==> src/rtl/ppide_pkg.sv <==
package ppide_pkg;

    typedef enum logic [1:0] {
        CMD_NONE  = 2'd0,
        CMD_REG   = 2'd1,
        CMD_BLKRD = 2'd2
    } cmd_kind_e;

    typedef struct packed {
        cmd_kind_e  kind;
        logic       sel;
        logic [2:0] idx;
    } cmd_t;

    localparam int CTRL_W = 5;  // {direction, control[3:0]}

    localparam logic [CTRL_W-1:0] CV_C     = 5'h0C;
    localparam logic [CTRL_W-1:0] CV_E     = 5'h0E;
    localparam logic [CTRL_W-1:0] CV_IDLE  = 5'h04;
    localparam logic [CTRL_W-1:0] CV_ARM   = 5'h05;
    localparam logic [CTRL_W-1:0] CV_NIBLO = 5'h06;
    localparam logic [CTRL_W-1:0] CV_STRB  = 5'h07;
    localparam logic [CTRL_W-1:0] CV_BRD_A = 5'h16;
    localparam logic [CTRL_W-1:0] CV_BRD_B = 5'h14;
    localparam logic [CTRL_W-1:0] CV_BEND  = 5'h1C;

    localparam cmd_t CMD_RESET = '{kind: CMD_NONE, sel: 1'b0, idx: 3'd0};

    function automatic cmd_t decode_cmd(input logic [7:0] b);
        cmd_t c;
        c.kind = CMD_NONE;
        c.sel  = b[4];
        c.idx  = b[2:0];
        if (!b[5] && (b[4] ^ b[3])) begin
            if (b[7:6] == 2'b00) begin
                c.kind = CMD_REG;
            end else if (b[7:6] == 2'b11) begin
                c.kind = CMD_BLKRD;
            end
        end
        return c;
    endfunction

endpackage

==> src/rtl/ppide_sync.sv <==
module ppide_sync #(
    parameter int W      = 13,
    parameter int CW     = 5,
    parameter int STAGES = 2
) (
    input  logic          clk,
    input  logic          rst_n,
    input  logic [W-1:0]  async_i,
    output logic [W-1:0]  val_o,
    output logic [CW-1:0] prev_o,
    output logic          step_o
);

    typedef struct packed {
        logic [STAGES-1:0][W-1:0] chain;
        logic [CW-1:0]            prev;
    } sync_st_t;

    sync_st_t st_d, st_q;

    always_comb begin
        st_d       = st_q;
        st_d.chain = {st_q.chain[STAGES-2:0], async_i};
        st_d.prev  = st_q.chain[STAGES-1][CW-1:0];
    end

    always_ff @(posedge clk or negedge rst_n) begin
        if (!rst_n) begin
            st_q <= '0;
        end else begin
            st_q <= st_d;
        end
    end

    assign val_o  = st_q.chain[STAGES-1];
    assign prev_o = st_q.prev;
    assign step_o = (st_q.chain[STAGES-1][CW-1:0] != st_q.prev);

endmodule

==> src/rtl/ppide_cmd_seq.sv <==
module ppide_cmd_seq
    import ppide_pkg::*;
#(
    parameter int DATA_W = 8
) (
    input  logic              clk,
    input  logic              rst_n,
    input  logic              step_i,
    input  logic [CTRL_W-1:0] val_i,
    input  logic [DATA_W-1:0] data_i,
    output cmd_t              cmd_o
);

    typedef enum logic [1:0] {
        SQ_IDLE = 2'd0,
        SQ_C1   = 2'd1,
        SQ_E    = 2'd2,
        SQ_C2   = 2'd3
    } seq_e;

    typedef struct packed {
        seq_e              st;
        logic [DATA_W-1:0] pend;
        cmd_t              cmd;
    } seq_st_t;

    seq_st_t st_d, st_q;

    always_comb begin
        st_d = st_q;
        if (step_i) begin
            unique case (st_q.st)
                SQ_IDLE: begin
                    if (val_i == CV_C) begin
                        st_d.st   = SQ_C1;
                        st_d.pend = data_i;
                    end
                end
                SQ_C1: begin
                    st_d.st = (val_i == CV_E) ? SQ_E : SQ_IDLE;
                end
                SQ_E: begin
                    st_d.st = (val_i == CV_C) ? SQ_C2 : SQ_IDLE;
                end
                SQ_C2: begin
                    st_d.st = SQ_IDLE;
                    if (val_i == CV_IDLE) begin
                        st_d.cmd = decode_cmd(st_q.pend[7:0]);
                    end
                end
                default: st_d.st = SQ_IDLE;
            endcase
        end
    end

    always_ff @(posedge clk or negedge rst_n) begin
        if (!rst_n) begin
            st_q.st   <= SQ_IDLE;
            st_q.pend <= '0;
            st_q.cmd  <= CMD_RESET;
        end else begin
            st_q <= st_d;
        end
    end

    assign cmd_o = st_q.cmd;

    AST_SEQ_LEGAL: assert property (@(posedge clk) disable iff (!rst_n)
        (st_q.st == SQ_C2) |-> $past(st_q.st == SQ_E || st_q.st == SQ_C2));

endmodule

==> src/rtl/ppide_xfer.sv <==
module ppide_xfer
    import ppide_pkg::*;
#(
    parameter int DATA_W = 8,
    parameter int NIB_W  = DATA_W / 2
) (
    input  logic              clk,
    input  logic              rst_n,
    input  logic              step_i,
    input  logic [CTRL_W-1:0] val_i,
    input  logic [CTRL_W-1:0] prev_i,
    input  logic [DATA_W-1:0] data_i,
    input  cmd_t              cmd_i,
    input  logic [DATA_W-1:0] ide_rdata_i,
    output logic              ide_rd_o,
    output logic              ide_wr_o,
    output logic [DATA_W-1:0] ide_wdata_o,
    output logic [DATA_W-1:0] pp_data_o,
    output logic              pp_data_oe,
    output logic [NIB_W-1:0]  pp_stat_o
);

    typedef struct packed {
        logic              rd;
        logic              wr;
        logic [DATA_W-1:0] wdata;
        logic              rd_pend;
        logic [DATA_W-1:0] rbyte;
        logic              nib_hi;
        logic              closing;
        logic              oe;
    } xf_st_t;

    xf_st_t st_d, st_q;

    always_comb begin
        st_d         = st_q;
        st_d.rd      = 1'b0;
        st_d.wr      = 1'b0;
        st_d.rd_pend = st_q.rd;
        st_d.oe      = val_i[CTRL_W-1] && (cmd_i.kind == CMD_BLKRD);
        if (st_q.rd_pend) begin
            st_d.rbyte = ide_rdata_i;
        end
        if (step_i) begin
            unique case (cmd_i.kind)
                CMD_REG: begin
                    if (val_i == CV_NIBLO) begin
                        st_d.rd     = 1'b1;
                        st_d.nib_hi = 1'b0;
                    end else if (val_i == CV_IDLE) begin
                        st_d.nib_hi = 1'b1;
                    end
                    if (val_i == CV_STRB && prev_i == CV_ARM) begin
                        st_d.wr    = 1'b1;
                        st_d.wdata = data_i;
                    end
                end
                CMD_BLKRD: begin
                    if ((val_i == CV_BRD_A || val_i == CV_BRD_B) && !st_q.closing) begin
                        st_d.rd = 1'b1;
                    end
                    if (val_i == CV_BEND) begin
                        st_d.closing = 1'b1;
                    end
                    if (!val_i[CTRL_W-1]) begin
                        st_d.closing = 1'b0;
                    end
                end
                default: begin
                    st_d.closing = 1'b0;
                end
            endcase
        end
    end

    always_ff @(posedge clk or negedge rst_n) begin
        if (!rst_n) begin
            st_q <= '0;
        end else begin
            st_q <= st_d;
        end
    end

    assign ide_rd_o    = st_q.rd;
    assign ide_wr_o    = st_q.wr;
    assign ide_wdata_o = st_q.wdata;
    assign pp_data_o   = st_q.rbyte;
    assign pp_data_oe  = st_q.oe;
    assign pp_stat_o   = st_q.nib_hi ? st_q.rbyte[DATA_W-1:NIB_W] : st_q.rbyte[NIB_W-1:0];

    AST_RD_PULSE: assert property (@(posedge clk) disable iff (!rst_n)
        ide_rd_o |=> !ide_rd_o);

    AST_WR_PULSE: assert property (@(posedge clk) disable iff (!rst_n)
        ide_wr_o |=> !ide_wr_o);

    AST_NO_RDWR: assert property (@(posedge clk) disable iff (!rst_n)
        !(ide_rd_o && ide_wr_o));

endmodule

==> src/rtl/ppide_bridge.sv <==
module ppide_bridge
    import ppide_pkg::*;
#(
    parameter int DATA_W      = 8,
    parameter int SYNC_STAGES = 2,
    parameter int NIB_W       = DATA_W / 2,
    parameter int IDX_W       = 3
) (
    input  logic              clk,
    input  logic              rst_n,
    input  logic [DATA_W-1:0] pp_data_i,
    output logic [DATA_W-1:0] pp_data_o,
    output logic              pp_data_oe,
    input  logic [3:0]        pp_ctrl_i,
    input  logic              pp_dir_i,
    output logic [NIB_W-1:0]  pp_stat_o,
    output logic              ide_sel_o,
    output logic [IDX_W-1:0]  ide_idx_o,
    output logic              ide_rd_o,
    output logic              ide_wr_o,
    output logic [DATA_W-1:0] ide_wdata_o,
    input  logic [DATA_W-1:0] ide_rdata_i
);

    localparam int SYNC_W = DATA_W + CTRL_W;

    logic [SYNC_W-1:0] sync_val;
    logic [CTRL_W-1:0] ctl_val;
    logic [CTRL_W-1:0] ctl_prev;
    logic [DATA_W-1:0] data_val;
    logic              ctl_step;
    cmd_t              cmd;

    ppide_sync #(
        .W      (SYNC_W),
        .CW     (CTRL_W),
        .STAGES (SYNC_STAGES)
    ) u_sync (
        .clk     (clk),
        .rst_n   (rst_n),
        .async_i ({pp_data_i, pp_dir_i, pp_ctrl_i}),
        .val_o   (sync_val),
        .prev_o  (ctl_prev),
        .step_o  (ctl_step)
    );

    assign ctl_val  = sync_val[CTRL_W-1:0];
    assign data_val = sync_val[SYNC_W-1:CTRL_W];

    ppide_cmd_seq #(
        .DATA_W (DATA_W)
    ) u_cmd (
        .clk    (clk),
        .rst_n  (rst_n),
        .step_i (ctl_step),
        .val_i  (ctl_val),
        .data_i (data_val),
        .cmd_o  (cmd)
    );

    ppide_xfer #(
        .DATA_W (DATA_W),
        .NIB_W  (NIB_W)
    ) u_xfer (
        .clk         (clk),
        .rst_n       (rst_n),
        .step_i      (ctl_step),
        .val_i       (ctl_val),
        .prev_i      (ctl_prev),
        .data_i      (data_val),
        .cmd_i       (cmd),
        .ide_rdata_i (ide_rdata_i),
        .ide_rd_o    (ide_rd_o),
        .ide_wr_o    (ide_wr_o),
        .ide_wdata_o (ide_wdata_o),
        .pp_data_o   (pp_data_o),
        .pp_data_oe  (pp_data_oe),
        .pp_stat_o   (pp_stat_o)
    );

    assign ide_sel_o = cmd.sel;
    assign ide_idx_o = cmd.idx;

    AST_CMD_ON_STEP: assert property (@(posedge clk) disable iff (!rst_n)
        !ctl_step |=> $stable(cmd));

    AST_WR_NEEDS_REG: assert property (@(posedge clk) disable iff (!rst_n)
        ide_wr_o |-> (cmd.kind == CMD_REG));

    AST_RD_NEEDS_CMD: assert property (@(posedge clk) disable iff (!rst_n)
        ide_rd_o |-> (cmd.kind != CMD_NONE));

    AST_OE_BLKRD: assert property (@(posedge clk) disable iff (!rst_n)
        pp_data_oe |-> (cmd.kind == CMD_BLKRD));

endmodule

==> config.mk <==
export PLATFORM = sky130hd
export DESIGN_NAME = ppide_bridge
export DESIGN_NICKNAME = d
export VERILOG_FILES = /design/src/rtl/ppide_pkg.sv /design/src/rtl/ppide_sync.sv /design/src/rtl/ppide_cmd_seq.sv /design/src/rtl/ppide_xfer.sv /design/src/rtl/ppide_bridge.sv
export SDC_FILE = /design/constraint.sdc
export NUM_CORES = 1
export LEC_CHECK = 0
export BUFFER_PORTS_ARGS = -buffer_cell sky130_fd_sc_hd__buf_2
export CORE_ASPECT_RATIO = 0.5
export CORE_MARGIN = 4
export CORE_UTILIZATION = 55
export DETAILED_ROUTE_END_ITERATION = 10
export PLACE_DENSITY = 0.77
export RECOVER_POWER = 100
export SETUP_SLACK_MARGIN = 0.3
export SYNTH_ARGS = -nofsm -noshare
export SYNTH_HDL_FRONTEND = slang
export SYNTH_SLANG_ARGS = --single-unit
==> constraint.sdc <==
create_clock -name clk -period 4.4 [get_ports clk]
set_clock_uncertainty 0.05 [all_clocks]
set_input_delay 0.66 -clock clk [delete_from_list [all_inputs] [get_ports clk]]
set_output_delay 0.66 -clock clk [all_outputs]
set_load 0.05 [all_outputs]
[Word-level counts from Yosys, hierarchy flattened]
Index checks and enable logic that the tools add are counted.
Storage, ports and cells
  flip-flop bits (word level): 69
  bits of input ports: 23
  output and inout port bits: 27
  logic and storage cells: 71
Operators by class
  equal/unequal tests: 18
  muxes and demuxes: 19
  bitwise logic cells: 2
  reductions and logical operators: 16
Operator list (count)
  $eq A5 B3 Y1 const B: 4
  $mux W10: 2
  $mux W9: 2
  $eq A5 B5 Y1 const B: 3
  $reduce_and A3 Y1: 5
  $eq A5 B4 Y1 const B: 2
  $mux W2: 5
  $eq A2 B2 Y1 const B: 4
  $pmux W2 S4: 1
  $mux W1: 6
  $ne A5 B5 Y1: 1
  $eq A2 B1 Y1 const B: 2
  $logic_and A1 B1 Y1: 4
  $logic_not A2 Y1: 2
  $mux W4: 1
  $pmux W1 S2: 2
  $ne A3 B3 Y1 const B: 1
  $logic_not A1 Y1: 2
  $ne A2 B1 Y1 const B: 1
  $reduce_and A2 Y1: 1
  $reduce_bool A2 Y1: 1
  $logic_or A1 B1 Y1: 1
  $not A1 Y1: 1
  $xor A1 B1 Y1: 1

[Logic depth before layout (Yosys ltp)]
  word-level depth: 6
  gate-level depth with buffers: 6
  mapped depth without buffers: 6

[Hierarchy]
A second synthesis with hierarchy kept.
Unflattened totals
  cell total of the unflattened synthesis: 175
  area total of the unflattened synthesis: 2713.9 sq um
By module, submodules not included
  ppide_xfer: times used 1, cells an instance 80, area each 1077.3 sq um, sequential area each 550.5 sq um
  ppide_sync: times used 1, cells an instance 43, area each 867.1 sq um, sequential area each 775.7 sq um
  ppide_cmd_seq: times used 1, cells an instance 52, area each 769.5 sq um, sequential area each 400.4 sq um

[Worst setup path after synthesis]
OpenSTA, ideal clock, no wires.
  path type: register -> register
  start: register u_sync.st_q, in the netlist u_sync.val_o[4]
  end: register u_cmd.st_q[10] (netlist name)
  library setup time: 125 ps
  data arrival time: 1505 ps
  required time: 4225 ps
  slack: 2720 ps
  cell stages (with the launch flop): 6
  buffers on the path: 1
  period minus slack after synthesis: 1680 ps
  cell sequence: dfrtp_1 -> buf_6 -> xnor2_4 -> nand3_4 -> o211ai_4 -> mux2_4
On the way
  cells in the longest elaborated chain, start to end: 2
  elaborated cells between the ends (all ways): 3
  classes of those cells: eq/ne: 2; reduce/logical: 1
RTL lines
  start: declaration: RTL line ppide_sync.sv:19  | sync_st_t st_d, st_q;
  start signal: assignment: RTL line ppide_sync.sv:31  | st_q <= st_d;
  $ne A5 B5 Y1 / $eq A5 B4 Y1 (equally long branches): RTL line ppide_sync.sv:37, ppide_cmd_seq.sv:34
  $reduce_and A3 Y1 (no line) *
  end signal: assignment: RTL line ppide_cmd_seq.sv:62  | st_q <= st_d;
  end: declaration: RTL line ppide_cmd_seq.sv:27  | seq_st_t st_d, st_q;
Every way passes the cells marked *; elsewhere a longest branch is shown, timed or not.
A chain may end at the register's enable or synchronous reset.

[Worst setup path after layout]
  start: register u_sync.st_q, in the netlist u_sync.val_o[4]
  end: register u_cmd.st_q[13] (netlist name)
The elaborated chain is that of the path after synthesis.

==> results.ini <==
[setup_path]
start_kind=flop
reg2reg_from=u_sync.val_o[4]
critPathMaxStageDelay_ns=0.89
required_ns=4.57
arrival_ns=2.65
worstSetupPathType=reg -> reg
crit_chain=xnor2_4 -> nand3_1 -> o211ai_1 -> mux2_2
reg2reg_to=u_cmd.st_q[13]
cp_top_family=compound AO/OA/AOI/OAI gates
crit_path_end_kind=flop
crit_fanout=9
rrSetupSlack_ns=1.91
reg2reg_depth=4
critPathBufInv=0
crit_slowest_cell=o211ai_1

[drt]
ant_nets=0
dr.pass1.iters=4
drc=0
routed_wl_um=4068
vias=1415
wl_per_cell_um=14.22
drt_first_iter_violations=28
viasPerCell=4.948

[clock_network]
clock_sinks=69
cts_setup_buffers=0
cts_root_buffer=clkbuf_8
ctsHoldBuffers=0
worstSkewPairLatency_ns=0.33
h-tree-depth=3
clock_tree.buffer_depth=2
cts_made_buffers=9
cts_tree=done
path_clk_slew_ns=0.06
cts_resized=0

[synthesis]
synthCells=176
ys_seq_area_frac=0.6307
synthArstFlopShare=1.000
ys_ff_latch=69
synth_ff_type=dfrtp_1
synth.distinct_cells=38
syn_nets=201
synth.avg_cell_area_um2=15.55
synthesis.area_um2=2738
ys.warnings.count=0
synth_edf_count=0

[placed_design]
dp_hpwl_um=2880
place_ws_ns=2.494
port_buffers=49
place_inst=271
place_congestion=0.8304

[timing]
final-setup-viol-count=0
slew_headroom=-0.1348
hold_viol=0
setup_slack_ns=1.914
maxSlewViolCount=34
fmax_mhz=402.2
fin_crit_ns=2.486
tightest_slew_ns=1.702
finalCritPeriodShare=0.5651
grt_setup_unrepaired=false
fin_tns_setup_ns=0

[power_and_ir_drop]
finalPower_mw=1.311
pwr-share-clk=0.415
p_leak_nw=1.458
combPwrFrac=0.056
p_seq_frac=0.529
vdd_drop_max_mv=0.2030
power.density_nw_per_um2=429.7
p_sw_mw=0.2686
intPower_mw=1.042
switching_share=0.2049

[flow_run]
cap_viol_max_count=1

[final_layout]
nNetsFinal=241
stdcell_count=286
area_growth_pct=11.43
diodes=0
drive_above_1_share=0.3273

[global_route]
antenna_found_initial=0
grt_max_degree=38
grt_pass1_vias=1474
globalRouteOverflowTotal=0
groute.usage.overall=0.1500
grt_pass1_wl_um=7038

[floorplan]
die_h_um=57.89
rows=17
core_um2=4594
num_io_pins=50
die_area_um2=6239
die_x_um=107.8
start_util=0.5959

[worst_hold_path]
hold_depth=0
hp-start=u_sync.st_d[18]
hp-class=reg -> reg
min_to=u_sync.val_o[0]

[outcome]
status=complete, but fails checks
violations=max-capacitance violations, max-slew violations

-- metrics by stage --
step	area, um^2	hold slack, ns	util
floorplan	2738	0.2812	-
global placement	2915	0.2814	0.6345
detailed placement	2915	0.2847	0.6345
CTS	3129	0.3008	0.6811
global route	3050	0.3058	0.6639
finish	3050	0.2989	0.6639
-- kinds of logic after synthesis --
| group | count (synthesis) | synth area share |
|---|---|---|
| compound gates | 7 | 0.02926 |
| xor+xnor | 6 | 0.03154 |
| fa+ha+maj | 2 | 0.009139 |
| buf+inv | 26 | 0.06444 |
| flops | 69 | 0.6307 |
| mux | 36 | 0.1577 |
| simple gates | 30 | 0.07725 |
-- Yosys cell counts (2+ instances only) --
library cell,instances,area share
nand2_1,4,0.0055
inv_1,5,0.0069
nor2_1,4,0.0055
o211ai_4,2,0.016
xnor2_2,2,0.012
mux2_1,4,0.016
nor3b_1,2,0.0055
buf_4,19,0.052
mux2_2,21,0.086
nor3_1,4,0.0073
nand3_1,2,0.0037
mux2i_1,3,0.011
mux2_4,8,0.044
xnor2_1,3,0.0096
ha_1,2,0.0091
dfrtp_1,69,0.63
-- power groups by stage --
stage	clock [mW]	combinational (mW)	sequential (mW)
final	0.544	0.0732	0.693
after CTS	0.559	0.0805	0.694
after global placement	0	0.0775	0.703
after floorplan	0	0.0562	0.696
after detailed placement	0	0.0802	0.706
after global routing	0.593	0.0823	0.698
-- registers in the layout, summed over array words and instances (netlist names), 3 cells and up --
register            cells
u_cmd.cmd_o             6
u_sync.st_d            13
u_sync.prev_o           5
u_xfer.ide_wdata_o      8
u_xfer.st_q             3
u_xfer.pp_data_o        8
u_sync.val_o           13
u_cmd.st_q             10
-- cell type report --
| class | count | area, um^2 |
|---|---|---|
| Sequential cell | 69 | 1727 |
| Fill cell | 359 | 1544 |
| Multi-Input combinational cell | 81 | 790.8 |
| Timing Repair Buffer | 50 | 217.7 |
| Clock buffer | 11 | 141.4 |
| Tap cell | 66 | 82.58 |
| Clock inverter | 4 | 72.57 |
| Inverter | 5 | 18.77 |
-- how the worst max path moves through the flow --
stage	startpoint	to	slack [ns]	depth (start not counted)
global route	u_sync.val_o[4]	u_cmd.st_q[13]	1.71	4
floorplan	u_sync.val_o[4]	u_cmd.st_q[10]	2.72	5
global placement	u_sync.val_o[4]	u_cmd.st_q[10]	2.49	4
finish	u_sync.val_o[4]	u_cmd.st_q[13]	1.91	4
detailed placement	u_cmd.cmd_o[5]	u_xfer.ide_wdata_o[1]	2.49	6
CTS	u_xfer.st_q[2]	pp_stat_o[1]	2.31	2
-- layout by cell type (no fill, tap or decap), types with 2 or more instances in the layout --
| cell type | count |
|---|---|
| mux2_2 | 22 |
| o211ai_1 | 3 |
| nor2_1 | 4 |
| mux2i_1 | 3 |
| xnor2_1 | 3 |
| nand2_1 | 4 |
| mux2_4 | 7 |
| nor3_1 | 4 |
| bufinv_16 | 2 |
| nand3_1 | 3 |
| ha_1 | 2 |
| xnor2_2 | 2 |
| dfrtp_1 | 69 |
| nor3b_1 | 2 |
| clkbuf_1 | 29 |
| clkbuf_8 | 10 |
| inv_1 | 5 |
| buf_2 | 21 |
| mux2_1 | 4 |
-- metal layers --
layer,GRT usage,up-vias,wire length (um)
li1,-,676,-
met1,0.1921,689,1927
met2,0.2270,44,1795
met3,0.07564,6,306
met4,0.04496,0,38
met5,0,-,0
Power figures use the tool's default switching activity.
